--- config.mk ---
export PLATFORM = sky130hd
export DESIGN_NAME = spec_prefix_adder
export DESIGN_NICKNAME = d
export VERILOG_FILES = /design/src/rtl/spa_pkg.sv /design/src/rtl/spa_pregp.sv /design/src/rtl/spa_ks_levels.sv /design/src/rtl/spa_miss_detect.sv /design/src/rtl/spa_post.sv /design/src/rtl/spec_prefix_adder.sv
export SDC_FILE = /design/constraint.sdc
export NUM_CORES = 1
export LEC_CHECK = 0
export ABC_CLOCK_PERIOD_IN_PS = 5500
export CORE_MARGIN = 8
export CORE_UTILIZATION = 51
export CTS_CLUSTER_DIAMETER = 50
export DETAILED_ROUTE_END_ITERATION = 6
export PLACE_DENSITY = 0.77
export SLEW_MARGIN = 20
export SYNTH_ARGS = -nofsm -noshare
export SYNTH_HDL_FRONTEND = slang
export SYNTH_HIERARCHICAL = 1
export SYNTH_SLANG_ARGS = --single-unit
--- constraint.sdc ---
create_clock -name clk -period 5.5 [get_ports clk]
set_input_delay 1.65 -clock clk [delete_from_list [all_inputs] [get_ports clk]]
set_output_delay 1.65 -clock clk [all_outputs]
set_load 0.05 [all_outputs]
--- src/rtl/spa_pkg.sv ---
package spa_pkg;

  // Group carry signals of one bit position: generate and propagate.
  typedef struct packed {
    logic g;
    logic p;
  } gp_t;

  // Combine a higher group with the adjacent lower group.
  function automatic gp_t gp_merge(gp_t hi, gp_t lo);
    gp_t r;
    r.g = hi.g | (hi.p & lo.g);
    r.p = hi.p & lo.p;
    return r;
  endfunction

endpackage

--- src/rtl/spa_pregp.sv ---
module spa_pregp
  import spa_pkg::*;
#(
  parameter int W = 64
) (
  input  logic [W-1:0] op_a,
  input  logic [W-1:0] op_b,
  output gp_t  [W-1:0] gp_bit,
  output logic [W-1:0] prop
);

  for (genvar i = 0; i < W; i++) begin : g_bit
    assign gp_bit[i].g = op_a[i] & op_b[i];
    assign gp_bit[i].p = op_a[i] ^ op_b[i];
  end

  assign prop = op_a ^ op_b;

endmodule

--- src/rtl/spa_ks_levels.sv ---
// A run of NUM uniform prefix levels. Level l reaches back 2**(FIRST+l)
// positions, so the same module builds both the speculative front and the
// correction tail of the tree.
module spa_ks_levels
  import spa_pkg::*;
#(
  parameter int W     = 64,
  parameter int FIRST = 0,
  parameter int NUM   = 3
) (
  input  gp_t [W-1:0] gp_in,
  output gp_t [W-1:0] gp_out
);

  gp_t [W-1:0] st [NUM+1];

  assign st[0] = gp_in;

  for (genvar l = 0; l < NUM; l++) begin : g_lvl
    localparam int DIST = 1 << (FIRST + l);
    for (genvar i = 0; i < W; i++) begin : g_pos
      if (i >= DIST) begin : g_cell
        assign st[l+1][i] = gp_merge(st[l][i], st[l][i-DIST]);
      end else begin : g_pass
        assign st[l+1][i] = st[l][i];
      end
    end
  end

  assign gp_out = st[NUM];

endmodule

--- src/rtl/spa_miss_detect.sv ---
// Flags any position whose truncated window fully propagates while the
// window just below it may deliver a carry (conservative).
module spa_miss_detect
  import spa_pkg::*;
#(
  parameter int W    = 64,
  parameter int SPAN = 8
) (
  input  gp_t [W-1:0] win,
  output logic        miss
);

  always_comb begin
    miss = 1'b0;
    for (int i = SPAN; i < W; i++) begin
      miss = miss | (win[i].p & (win[i-SPAN].g | win[i-SPAN].p));
    end
  end

endmodule

--- src/rtl/spa_post.sv ---
module spa_post #(
  parameter int W = 64
) (
  input  logic [W-1:0] grp_g,
  input  logic [W-1:0] prop,
  output logic [W-1:0] sum,
  output logic         carry
);

  logic [W-1:0] cin_vec;

  assign cin_vec = {grp_g[W-2:0], 1'b0};
  assign sum     = prop ^ cin_vec;
  assign carry   = grp_g[W-1];

endmodule

--- src/rtl/spec_prefix_adder.sv ---
module spec_prefix_adder
  import spa_pkg::*;
#(
  parameter int WIDTH = 64,
  parameter int SPAN  = 8
) (
  input  logic             clk,
  input  logic             rst_n,
  input  logic             in_valid,
  output logic             in_ready,
  input  logic [WIDTH-1:0] in_a,
  input  logic [WIDTH-1:0] in_b,
  output logic             out_valid,
  output logic [WIDTH-1:0] out_sum,
  output logic             out_carry,
  output logic             out_slow
);

  localparam int LOG_W     = $clog2(WIDTH);
  localparam int SPEC_LVLS = $clog2(SPAN);
  localparam int FIX_LVLS  = LOG_W - SPEC_LVLS;

  gp_t [WIDTH-1:0] bit_gp, spec_gp, hold_gp, fix_gp;
  logic [WIDTH-1:0] bit_p, hold_p;
  logic [WIDTH-1:0] spec_g_v, fix_g_v, fix_p_v;
  logic [WIDTH-1:0] fast_sum, slow_sum;
  logic             fast_carry, slow_carry;
  logic             spec_miss, busy, take;

  // Pre-processing and speculative front of the tree.
  spa_pregp #(.W(WIDTH)) u_pre (
    .op_a  (in_a),
    .op_b  (in_b),
    .gp_bit(bit_gp),
    .prop  (bit_p)
  );

  spa_ks_levels #(.W(WIDTH), .FIRST(0), .NUM(SPEC_LVLS)) u_spec (
    .gp_in (bit_gp),
    .gp_out(spec_gp)
  );

  spa_miss_detect #(.W(WIDTH), .SPAN(SPAN)) u_det (
    .win (spec_gp),
    .miss(spec_miss)
  );

  always_comb begin
    for (int i = 0; i < WIDTH; i++) begin
      spec_g_v[i] = spec_gp[i].g;
      fix_g_v[i]  = fix_gp[i].g;
      fix_p_v[i]  = fix_gp[i].p;
    end
  end

  spa_post #(.W(WIDTH)) u_fast (
    .grp_g(spec_g_v),
    .prop (bit_p),
    .sum  (fast_sum),
    .carry(fast_carry)
  );

  // Correction: the pruned levels, fed from the held speculative groups.
  spa_ks_levels #(.W(WIDTH), .FIRST(SPEC_LVLS), .NUM(FIX_LVLS)) u_fix (
    .gp_in (hold_gp),
    .gp_out(fix_gp)
  );

  spa_post #(.W(WIDTH)) u_slow (
    .grp_g(fix_g_v),
    .prop (hold_p),
    .sum  (slow_sum),
    .carry(slow_carry)
  );

  assign in_ready = ~busy;
  assign take     = in_valid & ~busy;

  always_ff @(posedge clk) begin
    if (take && spec_miss) begin
      hold_gp <= spec_gp;
      hold_p  <= bit_p;
    end
  end

  always_ff @(posedge clk or negedge rst_n) begin
    if (!rst_n) begin
      busy      <= 1'b0;
      out_valid <= 1'b0;
      out_slow  <= 1'b0;
      out_sum   <= '0;
      out_carry <= 1'b0;
    end else if (busy) begin
      busy      <= 1'b0;
      out_valid <= 1'b1;
      out_slow  <= 1'b1;
      out_sum   <= slow_sum;
      out_carry <= slow_carry;
    end else if (take && spec_miss) begin
      busy      <= 1'b1;
      out_valid <= 1'b0;
      out_slow  <= 1'b0;
    end else if (take) begin
      out_valid <= 1'b1;
      out_slow  <= 1'b0;
      out_sum   <= fast_sum;
      out_carry <= fast_carry;
    end else begin
      out_valid <= 1'b0;
      out_slow  <= 1'b0;
    end
  end

  // an unflagged transfer returns a fast result on the next edge.
  p_fast_result_r2: assert property (@(posedge clk) disable iff (!rst_n)
    (in_valid && in_ready && !spec_miss) |=> (out_valid && !out_slow));

  // a flagged transfer stalls intake and withholds output for one cycle.
  p_stall_enter_r4: assert property (@(posedge clk) disable iff (!rst_n)
    (in_valid && in_ready && spec_miss) |=> (!in_ready && !out_valid));

  // the stall lasts exactly one cycle and ends with a slow result.
  p_stall_exit_r4: assert property (@(posedge clk) disable iff (!rst_n)
    !in_ready |=> (in_ready && out_valid && out_slow));

  // no transfer and no pending correction means no result.
  p_idle_quiet_r7: assert property (@(posedge clk) disable iff (!rst_n)
    (in_ready && !in_valid) |=> !out_valid);

  // a group in the exact tree can never both generate and propagate.
  p_fix_groups_r6: assert property (@(posedge clk) disable iff (!rst_n)
    busy |-> ((fix_g_v & fix_p_v) == '0));

endmodule

==> run metrics, run 1 <==
Hold Path Class reg2reg; CTS resizes 0; crit start category input port; H-tree depth 1; Placer Congestion 0.957; reg2reg path depth 3; Worst EP required approximately 6 ns; Syn Area/Cell ~11 sq um; Clock Sinks around 250; first-pass GRT wire length 68.4 mm; outcome finished clean; CP Class in2reg; CP Data Arrival Time 5.46 ns; post-layout min period 5.02 ns; vias in the first global route ~12000; final setup violation count 0; number of detailed-route iterations in the first pass 5; RSZ-0062 raised after global routing false; Pwr Total around 6800 uW; CTS tree done; Post-Syn Nets 1557; Initial Util 51.7%; share of layout cells above drive strength 1 7.67%; Worst Hold Depth 2; Antenna Nets Post-Route 0; Cell Count Post-Placement around 1900; Placement Setup Slack 0.125 ns; largest net degree at the start of global routing 117; Final Non-Filler Cells 1935; # diodes 0; Worst R2R Start busy; Post-Synthesis Cells about 1400; hold slack 0.528 ns; DIE HEIGHT 186 um; Clk Latency, worst-skew pair 0.56 ns; Final WS setup between 0.4 and 0.5 ns; Leak 0.00641 uW; dpl hpwl ~33 mm; post-route setup TNS 0 ns; HP Start hold_p[0]; Fin. Hold Viols 0; Yosys warnings 6; DRC Markers 0; die area 0.0347 sq mm; Total Wirelength about 44 mm; number of hold buffers added after CTS 0; WL/cell roughly 23 um; achievable frequency 199 MHz; Reg-to-Reg End out_sum[25]; Port Buffers 198; number of nets in the layout about 1700; fin. max-slew vios 0; die width 186 um; CTS Buf Count 30; setup bufs post-CTS 0; period utilization 91.4%; Netlist Area Pre-Place ~0.015 sq mm; Via Count approximately 12000; Worst Setup End Kind register; clock slew at reported path FFs 0.06 ns; Slew HR 29.4%; Worst Skew approximately 0.015 ns; IO Pins ~200; Endpoint, Worst Hold out_sum[0]; GRT Total Usage 24.3%; max_cap viols 0; Crit Path Max Fanout 34; core area 0.0286 sq mm; reg2reg setup slack 3.08 ns; Synth-to-Final Area Change 21.4%; clock buffer depth 3; clock root cell clkbuf_16; Worst Tran Pin Value 1.06 ns; initial DRC count around 1400; total congestion overflow 0; Power Density 379 mW/mm^2; num rows 62; vias per inst ~6.2; initial antenna violation count 0; Worst IR Drop VDD 0.000254 V
final cells by class:
cell class	count	area, sq um
tap	384	480
clock buffer	36	783
fill	2280	10700
timing repair buffer	255	2470
multi-input combinational	916	6500
clock inverter	20	234
sequential	252	7230
inverter	72	270
power breakdown:
part / leakage (uW) / total [uW] / switching, uW / internal, uW
Clock: 0.000499 / 2030 / 821 / 1210
Sequential: 0.00239 / 2520 / 172 / 2350
Combinational: 0.00352 / 2260 / 1450 / 818
stage by stage:
step / utilization, % / cell area [sq um]
floorplan: - / 14800
global placement: 59.2 / 17000
detailed placement: 59.2 / 17000
CTS: 62.8 / 18000
global route: 62.8 / 18000
finish: 62.8 / 18000
layout by cell type (no fill, tap or decap), types with 51 or more instances in the layout:
cell type	n
edfxtp_1	184
nand4_1	72
nand2_1	129
nor2_1	58
a21oi_1	64
inv_1	72
xor2_1	126
ha_1	64
o21ai_0	57
nand4bb_1	65
o21ai_1	57
clkdlybuf4s50_1	196
buf_4	51
a21o_1	52
o21a_1	56
dfrtp_1	67
sequential cells by signal (all words and copies together) (netlist names):
| signal | cells |
|---|---|
| out_valid | 1 |
| out_slow | 1 |
| out_carry | 1 |
| out_sum | 64 |
| hold_p | 64 |
| hold_gp | 120 |
| busy | 1 |
per-layer routing:
layer	up-vias	wire length, um	track usage, %
met5	-	0	0
met3	106	4440	5.65
li1	5392	-	-
met4	0	1650	9.02
met1	5872	17500	31.3
met2	715	20700	39.3
how the worst max path moves through the flow:
stage,start,endpoint,slack (ns),depth (start not counted)
after floorplan,in_a[6],hold_gp[100],0.26,13
after detailed placement,in_a[8],out_sum[2],0.13,13
after CTS,in_a[8],hold_gp[43],0.70,12
after global placement,in_a[8],out_carry,0.16,13
final,in_a[11],out_sum[2],0.48,13
after global routing,in_a[8],out_sum[6],0.38,13
critical path, cell delays in order:
cell	delay (ns)
clkdlybuf4s50_1	0.40
ha_1	0.43
a21oi_1	0.36
o21a_1	0.26
o21ai_1	0.16
o21ai_0	0.47
nand4_1	0.18
or4_1	0.45
nor3_1	0.24
nand3_2	0.16
buf_4	0.28
nand4bb_1	0.24
o311ai_0	0.13
No activity file was read; power rests on OpenSTA's default activity.
==> run 2, diff against run 1 <==
--- a/config.mk
+++ b/config.mk
@@ -10,7 +10,7 @@
 export CORE_UTILIZATION = 51
 export CTS_CLUSTER_DIAMETER = 50
 export DETAILED_ROUTE_END_ITERATION = 6
-export PLACE_DENSITY = 0.77
+export PLACE_DENSITY_LB_ADDON = 0.08
 export SLEW_MARGIN = 20
 export SYNTH_ARGS = -nofsm -noshare
 export SYNTH_HDL_FRONTEND = slang
==> run 2 against run 1 <==
  * Setup slack worse by 0.080 ns
  * Cell count decreased by 0.16%
  * Sequential share of layout area grew 0.13 points
  * Clock power about the same
  * Final area down 0.33%
  * Highest routed layer unchanged
  * Sequential power hardly changed
  * Critical path depth is 1 lower
  * Clock skew fell by 0.0010 ns
  * Core utilization is 0.21 points lower
  * Power down 0.93%
  * Via count shrank 3.0%
  * Die area stayed put
==> run metrics, run 2 (synthesis gave the netlist of run 1 again) <==
# diodes 0; Worst Setup End Kind register; CTS tree done; Worst Skew 0.0142 ns; first-pass GRT wire length slightly below 70 mm; reg2reg setup slack 3.14 ns; CP Capture Point hold_p[23]; reg2reg path depth 3; post-route setup TNS 0 ns; CTS resizes 0; Final Non-Filler Cells 1932; initial DRC count 1140; die area ~0.035 sq mm; initial antenna violation count 0; max_cap viols 0; Crit Path Max Fanout 85; outcome finished clean; total congestion overflow 0; Port Buffers 198; CP max-delay cell o21ai_0; CP Class in2reg; vias in the first global route 11650; core area 0.0286 sq mm; number of detailed-route iterations in the first pass 5; Worst EP required 5.74 ns; post-layout min period just over 5 ns; CP Data Arrival Time roughly 5.4 ns; Placement Setup Slack -0.0308 ns; Via Count roughly 12000; number of nets in the layout 1719; Cell Chain, Critical Path clkdlybuf4s50_1 -> ha_1 -> a21oi_1 -> o21a_1 -> o21ai_1 -> o21ai_0 -> nand4_1 -> or4_1 -> nor3_1 -> nand3_2 -> and3_4 -> buf_12; IO Pins 199; Worst Tran Pin Value 1.07 ns; Biggest register hold_gp; RSZ-0062 raised after global routing false; Fin. Hold Viols 0; leading cell type in the layout, fill and taps excluded clkdlybuf4s50_1; die width 186 um; GRT Total Usage approximately 25%; Hold Path Class reg2reg; Final WS setup 0.396 ns; clock buffer depth 3; vias per inst 6.07; Power Density 377 mW/mm^2; DRC Markers 0; Clk Latency, worst-skew pair 0.56 ns; crit path from in_a[11]; fin. max-slew vios 0; Worst IR Drop VDD 0.000219 V; Leak 0.00637 uW; Worst R2R Start busy; Clock Sinks 252; Slew HR 27.6%; number of hold buffers added after CTS 0; Antenna Nets Post-Route 0; Total Wirelength between 40 and 50 mm; Largest regs hold_gp x120, hold_p x64, out_sum x64; Initial Util 51.7%; Placer Congestion 0.930; Pwr Total 6760 uW; largest stage delay on the critical path 0.56 ns; period utilization 92.8%; setup bufs post-CTS 0; Synth-to-Final Area Change 21.0%; Reg-to-Reg End out_sum[27]; dpl hpwl 33.6 mm; WL/cell ~23 um; H-tree depth 1; share of layout cells above drive strength 1 7.43%; crit start category input port; Cell Count Post-Placement 1876; commonest cells after routing, fill and taps aside clkdlybuf4s50_1, edfxtp_1, nand2_1; clock slew at reported path FFs 0.06 ns; largest net degree at the start of global routing 107; max reg flops 120; CTS Buf Count 30; num rows 62; achievable frequency 196 MHz; DIE HEIGHT 186 um; clock root cell clkbuf_16; final setup violation count 0
run 2: cell count changes in the layout (fill, tap and decap cells not counted), sizes merged:
cell,before,now
clkbuf,36,44
buf,59,56
bufinv,4,1
clkinvlp,1,3
inv,76,73
clkinv,11,7
run 2: layout make-up:
| class | count | area (sq um) |
|---|---|---|
| Clock buffer | 44 | 896 |
| Clock inverter | 12 | 106 |
| Fill cell | 2293 | 10700 |
| Inverter | 72 | 270 |
| Multi-Input combinational cell | 916 | 6500 |
| Sequential cell | 252 | 7230 |
| Tap cell | 384 | 480 |
| Timing Repair Buffer | 252 | 2430 |
run 2: worst min-delay path by stage:
stage	startpoint	to	slack [ns]	cells after the start
5_1_grt	hold_p[0]	out_sum[0]	0.55	2
3_5_place_dp	hold_p[0]	out_sum[0]	0.49	2
6_report	hold_p[0]	out_sum[0]	0.50	2
3_3_place_gp	hold_p[0]	out_sum[0]	0.46	2
4_1_cts	hold_p[0]	out_sum[0]	0.50	2
2_1_floorplan	busy	out_slow	0.37	0
run 2: routing by layer:
metal | vias to the layer above | track usage [%] | wire (um)
met3 | 87 | 5.41 | 4120
li1 | 5389 | - | -
met5 | - | 0 | 0
met1 | 5701 | 34.2 | 18700
met2 | 545 | 39.3 | 20600
met4 | 0 | 7.33 | 1240
run 2: where the power goes:
group	switching [uW]	leakage (uW)	internal [uW]	total, uW
combinational	1440	0.00350	817	2250
sequential	156	0.00239	2350	2510
clock	819	0.000483	1180	2000
total	2410	0.00637	4350	6760
run 2: critical path: cells and delay by family:
| kind | cells | cell delay [ns] |
|---|---|---|
| adders and majority gates | 1 | 0.43 |
| AOI/OAI and AO/OA | 4 | 1.21 |
| buffers and inverters | 2 | 0.65 |
| and+or+nand+nor | 5 | 1.35 |
run 2: stage by stage:
step / instance area (sq um) / hold WS, ns / utilization [%]
floorplan: 14800 / 0.374 / -
global placement: 16900 / 0.465 / 59.1
detailed placement: 16900 / 0.488 / 59.1
CTS: 17900 / 0.503 / 62.6
global route: 17900 / 0.549 / 62.6
finish: 17900 / 0.501 / 62.6
